### src/rtl/rtc_pkg.sv
package rtc_pkg;

    localparam int REG_W    = 32;
    localparam int OFS_NS_W = 30;

    typedef enum logic [1:0] {
        ADDR_NS_OFS  = 2'd0,
        ADDR_SEC_LO  = 2'd1,
        ADDR_SEC_HI  = 2'd2,
        ADDR_SPARE   = 2'd3
    } rtc_addr_e;

    // Apply command handed from the register file to the counter.
    typedef struct packed {
        logic                apply;
        logic [OFS_NS_W-1:0] ns;
    } rtc_cmd_t;

    // Nanosecond sum after reduction: remainder plus wraps removed.
    typedef struct packed {
        logic [1:0]       carry;
        logic [REG_W-1:0] rem;
    } rtc_fold_t;

    // Reduce a sum below 3*wrap into [0, wrap) and report the wraps taken.
    function automatic rtc_fold_t ns_fold(input logic [REG_W-1:0] sum,
                                          input logic [REG_W-1:0] wrap1,
                                          input logic [REG_W-1:0] wrap2);
        rtc_fold_t r;
        if (sum >= wrap2) begin
            r.carry = 2'd2;
            r.rem   = sum - wrap2;
        end else if (sum >= wrap1) begin
            r.carry = 2'd1;
            r.rem   = sum - wrap1;
        end else begin
            r.carry = 2'd0;
            r.rem   = sum;
        end
        return r;
    endfunction

endpackage

### src/rtl/rtc_offset_regs.sv
module rtc_offset_regs
    import rtc_pkg::*;
#(
    parameter int SEC_W = 48
) (
    input  logic             clk,
    input  logic             rst,
    input  logic             wr_en,
    input  logic [1:0]       wr_addr,
    input  logic [REG_W-1:0] wr_data,
    input  logic [1:0]       rd_addr,
    output logic [REG_W-1:0] rd_data,
    output rtc_cmd_t         cmd,
    output logic [SEC_W-1:0] sec_ofs
);
    localparam int HI_W = SEC_W - REG_W;

    logic [OFS_NS_W-1:0] ns_ofs_q;
    logic [REG_W-1:0]    sec_lo_q;
    logic [HI_W-1:0]     sec_hi_q;

    logic hit_ns, hit_lo, hit_hi;

    always_comb begin
        hit_ns = wr_en && (rtc_addr_e'(wr_addr) == ADDR_NS_OFS);
        hit_lo = wr_en && (rtc_addr_e'(wr_addr) == ADDR_SEC_LO);
        hit_hi = wr_en && (rtc_addr_e'(wr_addr) == ADDR_SEC_HI);
    end

    always_ff @(posedge clk) begin
        if (rst) begin
            ns_ofs_q <= '0;
            sec_lo_q <= '0;
            sec_hi_q <= '0;
        end else begin
            if (hit_ns) ns_ofs_q <= wr_data[OFS_NS_W-1:0];
            if (hit_lo) sec_lo_q <= wr_data;
            if (hit_hi) sec_hi_q <= wr_data[HI_W-1:0];
        end
    end

    // The nanosecond write itself carries the offset into the counter.
    always_comb begin
        cmd.apply = hit_ns;
        cmd.ns    = wr_data[OFS_NS_W-1:0];
        sec_ofs   = {sec_hi_q, sec_lo_q};
    end

    always_comb begin
        unique case (rtc_addr_e'(rd_addr))
            ADDR_NS_OFS: rd_data = REG_W'(ns_ofs_q);
            ADDR_SEC_LO: rd_data = sec_lo_q;
            ADDR_SEC_HI: rd_data = REG_W'(sec_hi_q);
            default:     rd_data = '0;
        endcase
    end

    p_stage_lo_r4: assert property (@(posedge clk) disable iff (rst)
        hit_lo |=> sec_lo_q == $past(wr_data));

    p_ns_hold_r7: assert property (@(posedge clk) disable iff (rst)
        !hit_ns |=> $stable(ns_ofs_q));

    p_spare_r8: assert property (@(posedge clk) disable iff (rst)
        (wr_en && rtc_addr_e'(wr_addr) == ADDR_SPARE)
        |=> $stable(sec_lo_q) && $stable(sec_hi_q) && $stable(ns_ofs_q));

endmodule

### src/rtl/rtc_time_core.sv
module rtc_time_core
    import rtc_pkg::*;
#(
    parameter int NS_INC  = 4,
    parameter int NS_WRAP = 1_000_000_000,
    parameter int SEC_W   = 48,
    localparam int NS_W   = $clog2(NS_WRAP)
) (
    input  logic             clk,
    input  logic             rst,
    input  rtc_cmd_t         cmd,
    input  logic [SEC_W-1:0] sec_ofs,
    output logic [SEC_W-1:0] sec_q,
    output logic [NS_W-1:0]  ns_q
);
    localparam logic [REG_W-1:0] WRAP1 = REG_W'(NS_WRAP);
    localparam logic [REG_W-1:0] WRAP2 = REG_W'(2 * longint'(NS_WRAP));
    localparam logic [REG_W-1:0] INC   = REG_W'(NS_INC);

    logic [REG_W-1:0] ns_sum;
    rtc_fold_t        fold;
    logic [SEC_W-1:0] sec_add;
    logic [SEC_W-1:0] sec_d;
    logic [NS_W-1:0]  ns_d;

    always_comb begin
        ns_sum  = REG_W'(ns_q) + INC;
        sec_add = '0;
        if (cmd.apply) begin
            ns_sum  = ns_sum + REG_W'(cmd.ns);
            sec_add = sec_ofs;
        end
        fold  = ns_fold(ns_sum, WRAP1, WRAP2);
        ns_d  = fold.rem[NS_W-1:0];
        sec_d = sec_q + sec_add + SEC_W'(fold.carry);
    end

    always_ff @(posedge clk) begin
        if (rst) begin
            ns_q  <= '0;
            sec_q <= '0;
        end else begin
            ns_q  <= ns_d;
            sec_q <= sec_d;
        end
    end

    p_ns_range_r3: assert property (@(posedge clk) disable iff (rst)
        REG_W'(ns_q) < WRAP1);

    p_fold_fit_r3: assert property (@(posedge clk) disable iff (rst)
        fold.rem < WRAP1);

    p_tick_r2: assert property (@(posedge clk) disable iff (rst)
        (!cmd.apply && (REG_W'(ns_q) + INC) < WRAP1)
        |=> (REG_W'(ns_q) == REG_W'($past(ns_q)) + INC) && $stable(sec_q));

    p_carry_r3: assert property (@(posedge clk) disable iff (rst)
        (!cmd.apply && (REG_W'(ns_q) + INC) >= WRAP1)
        |=> sec_q == $past(sec_q) + SEC_W'(1));

endmodule

### src/rtl/rtc_step_counter.sv
module rtc_step_counter
    import rtc_pkg::*;
#(
    parameter int NS_INC  = 4,
    parameter int NS_WRAP = 1_000_000_000,
    parameter int SEC_W   = 48
) (
    input  logic                       clk,
    input  logic                       rst,
    input  logic                       wr_en,
    input  logic [1:0]                 wr_addr,
    input  logic [31:0]                wr_data,
    input  logic [1:0]                 rd_addr,
    output logic [31:0]                rd_data,
    output logic [SEC_W-1:0]           tod_sec,
    output logic [$clog2(NS_WRAP)-1:0] tod_ns
);
    rtc_cmd_t         cmd;
    logic [SEC_W-1:0] sec_ofs;

    rtc_offset_regs #(.SEC_W(SEC_W)) u_regs (
        .clk     (clk),
        .rst     (rst),
        .wr_en   (wr_en),
        .wr_addr (wr_addr),
        .wr_data (wr_data),
        .rd_addr (rd_addr),
        .rd_data (rd_data),
        .cmd     (cmd),
        .sec_ofs (sec_ofs)
    );

    rtc_time_core #(
        .NS_INC  (NS_INC),
        .NS_WRAP (NS_WRAP),
        .SEC_W   (SEC_W)
    ) u_core (
        .clk     (clk),
        .rst     (rst),
        .cmd     (cmd),
        .sec_ofs (sec_ofs),
        .sec_q   (tod_sec),
        .ns_q    (tod_ns)
    );

endmodule

### config.mk
export PLATFORM = sky130hd
export DESIGN_NAME = rtc_step_counter
export DESIGN_NICKNAME = d
export VERILOG_FILES = /design/src/rtl/rtc_pkg.sv /design/src/rtl/rtc_offset_regs.sv /design/src/rtl/rtc_time_core.sv /design/src/rtl/rtc_step_counter.sv
export SDC_FILE = /design/constraint.sdc
export NUM_CORES = 1
export LEC_CHECK = 0
export BUFFER_PORTS_ARGS = -buffer_cell sky130_fd_sc_hd__buf_2
export CAP_MARGIN = 20
export CORE_MARGIN = 10
export CORE_UTILIZATION = 45
export CTS_CLUSTER_DIAMETER = 200
export DETAILED_ROUTE_END_ITERATION = 8
export MAX_ROUTING_LAYER = met4
export PLACE_DENSITY_LB_ADDON = 0.3
export RECOVER_POWER = 25
export SYNTH_ARGS = -nofsm -noshare
export SYNTH_HDL_FRONTEND = slang
export SYNTH_SLANG_ARGS = --single-unit
### constraint.sdc
create_clock -name clk -period 7.64 [get_ports clk]
set_input_delay 0.382 -clock clk [delete_from_list [all_inputs] [get_ports clk]]
set_output_delay 0.382 -clock clk [all_outputs]
set_load 0.02 [all_outputs]
==> key figures, run 1 <==
Run status
  • Status: complete, but fails checks
  • Violated checks: capacitance limit, slew limit

Final layout
  • Area growth syn-to-layout: 25.73%
  • Fin cells: 2322
  • Share of cells above drive strength 1: 21.72%
  • Filler cells: 2624
  • FF+latch area: 3161 µm²
  • Layout Cell Area excl Fill: 15860 µm²
  • Fin nets: 2102
  • Multi-input gate area: 9463 µm²

GRT
  • Initial antenna violation count: 1
  • Vias in the first global route: 12600
  • Pin count of the biggest net entering global routing: 88
  • GRT Util Overall: 23.47%
  • Total congestion overflow: 0
  • First-pass GRT wire length: 66.30 mm

Placement
  • I/O Buffers: 148
  • Gpl congestion: 0.9588
  • Hpwl dp: 31.99 mm
  • Post-place setup slack: -157.2 ps
  • Placed cells: 2266
  • Placed inst area: 14670 µm²

Critical path
  • Arr. time, crit path: 7800 ps
  • Slowest Stage Delay on Critical Path: 500 ps
  • Worst path most repeated cell: a21o_1
  • Max Fanout on Critical Path: 4
  • Crit path launch type: register
  • Critical Path End Type: register
  • Setup Crit Path Kind: reg -> reg
  • Data required, critical path: 7950 ps
  • Worst path slowest cell: fa_1

Die
  • Die H: 187.4 µm
  • Die area: 35130 µm²
  • Placement Rows: 61
  • Io pins: 149
  • Core Box Area: 27710 µm²
  • Initial Util: 45.54%
  • Width of the die: 187.4 µm

Synth
  • Post-Syn Area: 12620 µm²
  • Post-synthesis cell type count: 86
  • Syn Inst Count: 1673
  • EDFF count, synth: 0
  • Post-synth ARST share: 0%
  • Synth Warn #: 0
  • Register area share after synthesis: 24.75%
  • Syn_nets: 1845
  • Syn avg cell area: 7.541 µm²
  • Yosys reg bits: 156
  • Synth Flop Type: dfxtp_1

Timing
  • Min Tclk post-route: 7485 ps
  • Part of the cycle the worst path needs: 97.98%
  • Max Clock Freq: 0.1336 GHz
  • Final worst-path setup slack: 154.6 ps
  • Final Hold Viols: 0
  • Slew margin rel.: -13.18%
  • Worst-Margin Slew: 1698 ps
  • Final Max Tran Viols: 33
  • Setup violations, final: 0
  • Fin Setup TNS: 0 ps
  • Worst Skew: 12.07 ps
  • RSZ-0062 raised after global routing: true
  • Hold WS: 178.2 ps

Route
  • DR pass1 iterations: 5
  • Drt total wl: 42.25 mm
  • Post-route ant nets: 0
  • DRC Markers: 0
  • DR WL/cell: 18.19 µm
  • Vias post-DR: 13020
  • DRT iter0 DRCs: 841
  • Via density: 5.607

Clock tree
  • Maximum clock path buffer count: 2
  • Root buf cell: clkbuf_16
  • # clock sinks: 156
  • Worst skew pair latency: 450 ps
  • Htree depth: 4
  • Reg clk slew, reported paths: 70 ps
  • CTS tree: done
  • CTS buffer count: 17
  • Hold-fix buffers, CTS: 0

Flow run
  • Max Cap Viol: 1

Worst hold path
  • Worst Hold Class: in -> reg

Pwr
  • Pwr per Cell Area: 149.2 nW/µm²
  • Worst vdd ir: 0.0001147 V
  • Pleak: 7.309 nW
[power by group]
part           internal, mW  switching [mW]  total, mW
Clock                 0.543           0.406      0.950
Combinational         0.222           0.336      0.558
Sequential            0.839          0.0197      0.858
Total                  1.60           0.762       2.37
[timing repair]
item,4_1_cts,5_1_grt
pin swaps,10,39
hold endpoints to repair,0,0
resized for setup,13,86
setup buffers,8,15
setup endpoints to repair,3,16
[per-layer routing]
metal  global-route usage [%]  wire [µm]  up-vias
met5                        -          0        -
met4                    5.538        635        0
met3                    2.834       1954       51
met2                    38.85      20300      364
met1                    29.92      19350     6159
li1                         -          -     6446
[flip-flops by register name (all words and copies together) (netlist names)]
name and cells:
u_regs.ns_ofs_q 30, u_regs.sec_lo_q 32, u_core.sec_q 48, u_core.ns_q 30
u_regs.sec_hi_q 16
[cell type report]
cell class,count,area share [%]
clock buffer,20,2.879
sequential,156,19.93
multi-input combinational,1389,59.66
inverter,47,1.112
antenna,1,0.01578
clock inverter,12,1.096
timing repair buffer,319,12.33
tap,378,2.982
[cell families after synthesis]
group	Yosys count	synth area share [%]
multiplexers	47	3.739
buffers and inverters	128	4.195
AND/OR/NAND/NOR	667	24.60
flip-flops	156	24.75
adder cells (fa/ha/maj)	133	13.43
XOR/XNOR	95	6.595
AO/OA/AOI/OAI	447	22.69
[worst max-delay path: cells and delay by family, from the launching register on]
kind	cells	cell delay, ps
compound gates	16	3150
xor+xnor	2	410
fa+ha+maj	4	1290
buf+inv	2	110
flops	1	340
simple gates	10	2050
[worst paths after layout]
path	slack [ps]	startpoint	cells after the start	to
worst min register to register	460	u_regs.ns_ofs_q[18]$_SDFFE_PP0P_	2	u_regs.ns_ofs_q[18]$_SDFFE_PP0P_
worst max register to register	150	u_core.ns_q[4]$_SDFF_PP0_	34	u_core.sec_q[41]$_SDFF_PP0_
worst max-delay path	150	u_core.ns_q[4]$_SDFF_PP0_	34	u_core.sec_q[41]$_SDFF_PP0_
worst min-delay path	180	wr_data[30]	3	u_regs.sec_lo_q[30]$_SDFFE_PP0P_
[through the flow]
stage | utilization [%] | power (mW)
floorplan | - | 1.183
global placement | 52.96 | 1.383
detailed placement | 52.96 | 1.386
CTS | 55.67 | 2.333
global route | 57.25 | 2.458
finish | 57.25 | 2.366
[cell usage in the layout, fill, tap and decap left out, types with 13 or more instances in the layout]
cell / synthesis / final
a21oi_1: 173 / 158
xor2_1: 42 / 37
o211ai_1: 15 / 15
o21a_1: 17 / 17
and3_1: 21 / 19
dfxtp_1: 156 / 140
a211oi_1: 19 / 17
o21ai_0: 69 / 60
clkbuf_16: 0 / 17
ha_1: 129 / 120
mux2i_1: 46 / 46
inv_1: 47 / 46
a31oi_1: 16 / 15
buf_2: 6 / 93
nand4_1: 19 / 19
and2_1: 56 / 53
nand2_1: 266 / 263
nor3_1: 33 / 29
xnor2_1: 53 / 48
buf_4: 2 / 171
clkbuf_1: 62 / 56
nand3_1: 28 / 26
a21o_1: 45 / 45
a21oi_2: 1 / 15
nor2b_1: 13 / 13
nor2_1: 161 / 155
[synth_stat cells, drive strengths merged, types with 9 or more instances]
master | number | area (µm²)
nor2b | 13 | 81.33
mux2i | 46 | 460.4
buf | 17 | 110.1
nor2 | 161 | 604.3
o21a | 17 | 127.6
nand3 | 28 | 140.1
o211ai | 15 | 112.6
a31oi | 17 | 112.6
or3 | 11 | 68.82
xor2 | 42 | 367.9
a21boi | 9 | 67.57
xnor2 | 53 | 464.2
dfxtp | 156 | 3123
inv | 47 | 176.4
or2 | 10 | 62.56
o21ai | 75 | 375.4
nand2b | 12 | 75.07
a21oi | 174 | 874.6
a211oi | 24 | 212.7
nand4 | 20 | 131.4
and2 | 56 | 350.3
clkbuf | 64 | 242.7
and3 | 21 | 131.4
ha | 129 | 1614
nor3 | 34 | 175.2
o21bai | 11 | 82.58
a21o | 45 | 337.8
nand2 | 266 | 998.5
Note: power is estimated with default switching activity, not from simulation.
==> run 2, diff against run 1 <==
Settings changed: CORE_UTILIZATION 45 to 54, REMOVE_ABC_BUFFERS set to 1, SKIP_CTS_REPAIR_TIMING set to 1.
==> run 2 against run 1 <==
- the run still ends with capacitance limit, slew limit left
- critical path depth up 1
- die area decreased by 15%
- global-route usage increased by 3.8 points
- sequential cell count is the same
- first-iteration DRC count rose by 56%
- hold slack worse by 4.3 ps
- final area increased by 3.6%
- combinational power is 6.8% higher
- power fell by 0.47%
- worst setup slack worse by 74 ps
- critical endpoint is now u_core.sec_q[45]$_SDFF_PP0_
- largest power group unchanged
==> key figures, run 2 (synthesis gave the netlist of run 1 again) <==
Critical path
  • CP delay by family, top: compound AO/OA/AOI/OAI gates
  • WP depth: 35 (+2.9%)
  • CP Launch Point: u_core.ns_q[4]$_SDFF_PP0_
  • Data required, critical path: 7940 ps (about the same)
  • Max Fanout on Critical Path: 5 (+1)
  • Setup Crit Path Kind: reg -> reg
  • Worst path most repeated cell: a21o_1
  • R2R depth: 35 (+2.9%)
  • Reg2Reg Setup Slack: 80 ps (-70 ps)
  • Arr. time, crit path: 7860 ps (+60 ps)
  • Reg2reg end: u_core.sec_q[45]$_SDFF_PP0_
  • Slowest Stage Delay on Critical Path: 520 ps (+20 ps)
  • Worst path slowest cell: fa_1
  • Critical Path End Type: register
  • Critical Path End: u_core.sec_q[45]$_SDFF_PP0_
  • CP bufs+invs: 4 (+2)
  • Reg2reg start: u_core.ns_q[4]$_SDFF_PP0_
  • Crit path launch type: register

Pwr
  • Pwr per Cell Area: 143.2 nW/µm² (-4.0%)
  • Design Power: 2.355 mW (-0.47%)
  • Pleak: 7.819 nW (+7.0%)
  • Worst vdd ir: 0.0001152 V (+0.44%)

Final layout
  • Filler cells: 1897 (-28%)
  • Area growth syn-to-layout: 30.31%
  • Max reg flops: 48 (unchanged)
  • Layout Cell Area excl Fill: 16440 µm² (+3.6%)
  • Largest registers: u_core.sec_q (48), u_regs.sec_lo_q (32)
  • N_diodes: 0 (-1)
  • Fin util: 71.96% (+15 points)
  • Share of cells above drive strength 1: 25.22% (+3.5 points)
  • Most frequent cells in the layout: nand2_1, buf_4, a21oi_1
  • Commonest non-fill, non-tap cell in the layout: nand2_1
  • Fin nets: 2189 (+4.1%)
  • Multi-input gate area: 9489 µm² (+0.28%)
  • Most flop-heavy register: u_core.sec_q
  • FF+latch area: 3137 µm² (-0.75%)

Route
  • DR pass1 iterations: 5 (unchanged)
  • Vias post-DR: 13590 (+4.4%)
  • DR WL/cell: 18.13 µm (-0.36%)
  • Drt total wl: 42.47 mm (+0.54%)
  • Post-route ant nets: 0 (unchanged)
  • Via density: 5.802 (+3.5%)
  • DRT iter0 DRCs: 1313 (+56%)
  • DRC Markers: 0 (unchanged)

Timing
  • Min Tclk post-route: 7559 ps (+73.79 ps)
  • Part of the cycle the worst path needs: 98.94% (+0.97 points)
  • Max Clock Freq: 0.1323 GHz (-0.98%)
  • Setup violations, final: 0 (unchanged)
  • Final Hold Viols: 0 (unchanged)
  • Slew margin rel.: -21.92% (-8.7 points)
  • Hold WS: 173.9 ps (-4.271 ps)
  • Worst Skew: 13.15 ps (+1.087 ps)
  • Worst-Margin Slew: 1829 ps (+131.2 ps)
  • Final Max Tran Viols: 33 (unchanged)
  • RSZ-0062 raised after global routing: true

Die
  • Die area: 29880 µm² (-15%)
  • Io pins: 149 (unchanged)
  • Placement Rows: 55 (-9.8%)
  • Width of the die: 172.9 µm (-7.8%)
  • Initial Util: 55.22% (+9.7 points)
  • Die H: 172.9 µm (-7.8%)
  • Core Box Area: 22850 µm² (-18%)

Clock tree
  • # clock sinks: 156 (unchanged)
  • Reg clk slew, reported paths: 80 ps (about the same)
  • Worst skew pair latency: 450 ps (about the same)
  • Root buf cell: clkbuf_16
  • Maximum clock path buffer count: 2 (unchanged)
  • CTS buffer count: 17 (unchanged)
  • Htree depth: 4 (unchanged)
  • CTS tree: done

Placement
  • Hpwl dp: 31.26 mm (-2.3%)
  • I/O Buffers: 148 (unchanged)
  • Placed inst area: 15190 µm² (+3.5%)
  • Gpl congestion: 0.9630 (+0.44%)

Run status
  • Violated checks: capacitance limit, slew limit
  • Status: complete, but fails checks

Worst hold path
  • Worst Hold Class: in -> reg
  • Hold Crit Depth: 3 (unchanged)

Flow run
  • Max Cap Viol: 1 (unchanged)

GRT
  • Initial antenna violation count: 0 (-1)
  • Vias in the first global route: 12860 (+2.1%)
  • Total congestion overflow: 0 (unchanged)
  • Pin count of the biggest net entering global routing: 88 (unchanged)
  • GRT Util Overall: 27.23% (+3.8 points)
  • First-pass GRT wire length: 66.23 mm (-0.10%)
-- run 2: changes by cell type in the layout (fill, tap and decap cells not counted), sizes merged --
cell and change:
clkbuf -15, diode -1, buf +99, inv +1, clkinv +4, bufinv -2
-- run 2: where the power goes --
group | switching (mW) | internal (mW)
combinational | 0.342 | 0.254
sequential | 0.0184 | 0.839
clock | 0.428 | 0.474
-- run 2: how the worst min path moves through the flow --
stage                                                  end                        startpoint
after floorplan            u_regs.ns_ofs_q[0]$_SDFFE_PP0P_   u_regs.ns_ofs_q[0]$_SDFFE_PP0P_
after global placement    u_regs.ns_ofs_q[24]$_SDFFE_PP0P_  u_regs.ns_ofs_q[24]$_SDFFE_PP0P_
after detailed placement  u_regs.ns_ofs_q[18]$_SDFFE_PP0P_  u_regs.ns_ofs_q[18]$_SDFFE_PP0P_
after CTS                 u_regs.sec_lo_q[30]$_SDFFE_PP0P_                       wr_data[30]
after global routing      u_regs.sec_lo_q[30]$_SDFFE_PP0P_                       wr_data[30]
final                     u_regs.sec_lo_q[30]$_SDFFE_PP0P_                       wr_data[30]
-- run 2: through the flow --
| stage | std cells | TNS [ps] | setup slack, ps |
|---|---|---|---|
| after floorplan | 1592 | -53820 | -2299 |
| after global placement | 2291 | -1116 | -425.8 |
| after detailed placement | 2291 | -2798 | -559.7 |
| after CTS | 2323 | -4223 | -634.3 |
| after global routing | 2343 | -613.4 | -197.0 |
| final | 2343 | 0 | 80.80 |
-- run 2: worst reg2reg max path: cells and delay by family (launching register included) --
family          cells  cell delay [ps]
fa+ha+maj           4             1370
xor+xnor            2              490
flops               1              330
compound gates     16             3130
buf+inv             4              420
simple gates        9             1690
-- run 2: routing by layer --
layer | up-vias | global-route usage, % | wire length, µm
met5 | - | - | 0
met3 | 62 | 3.224 | 2221
li1 | 6609 | - | -
met4 | 0 | 6.037 | 728
met1 | 6417 | 34.12 | 18770
met2 | 506 | 46.07 | 20750
-- run 2: cell type report --
type                       instances  share of cell area, %
inverter                          47                  1.073
clock buffer                      17                  2.588
tap                              313                  2.382
clock inverter                    15                  1.157
timing repair buffer             406                  16.00
sequential                       156                  19.08
multi-input combinational       1389                  57.72
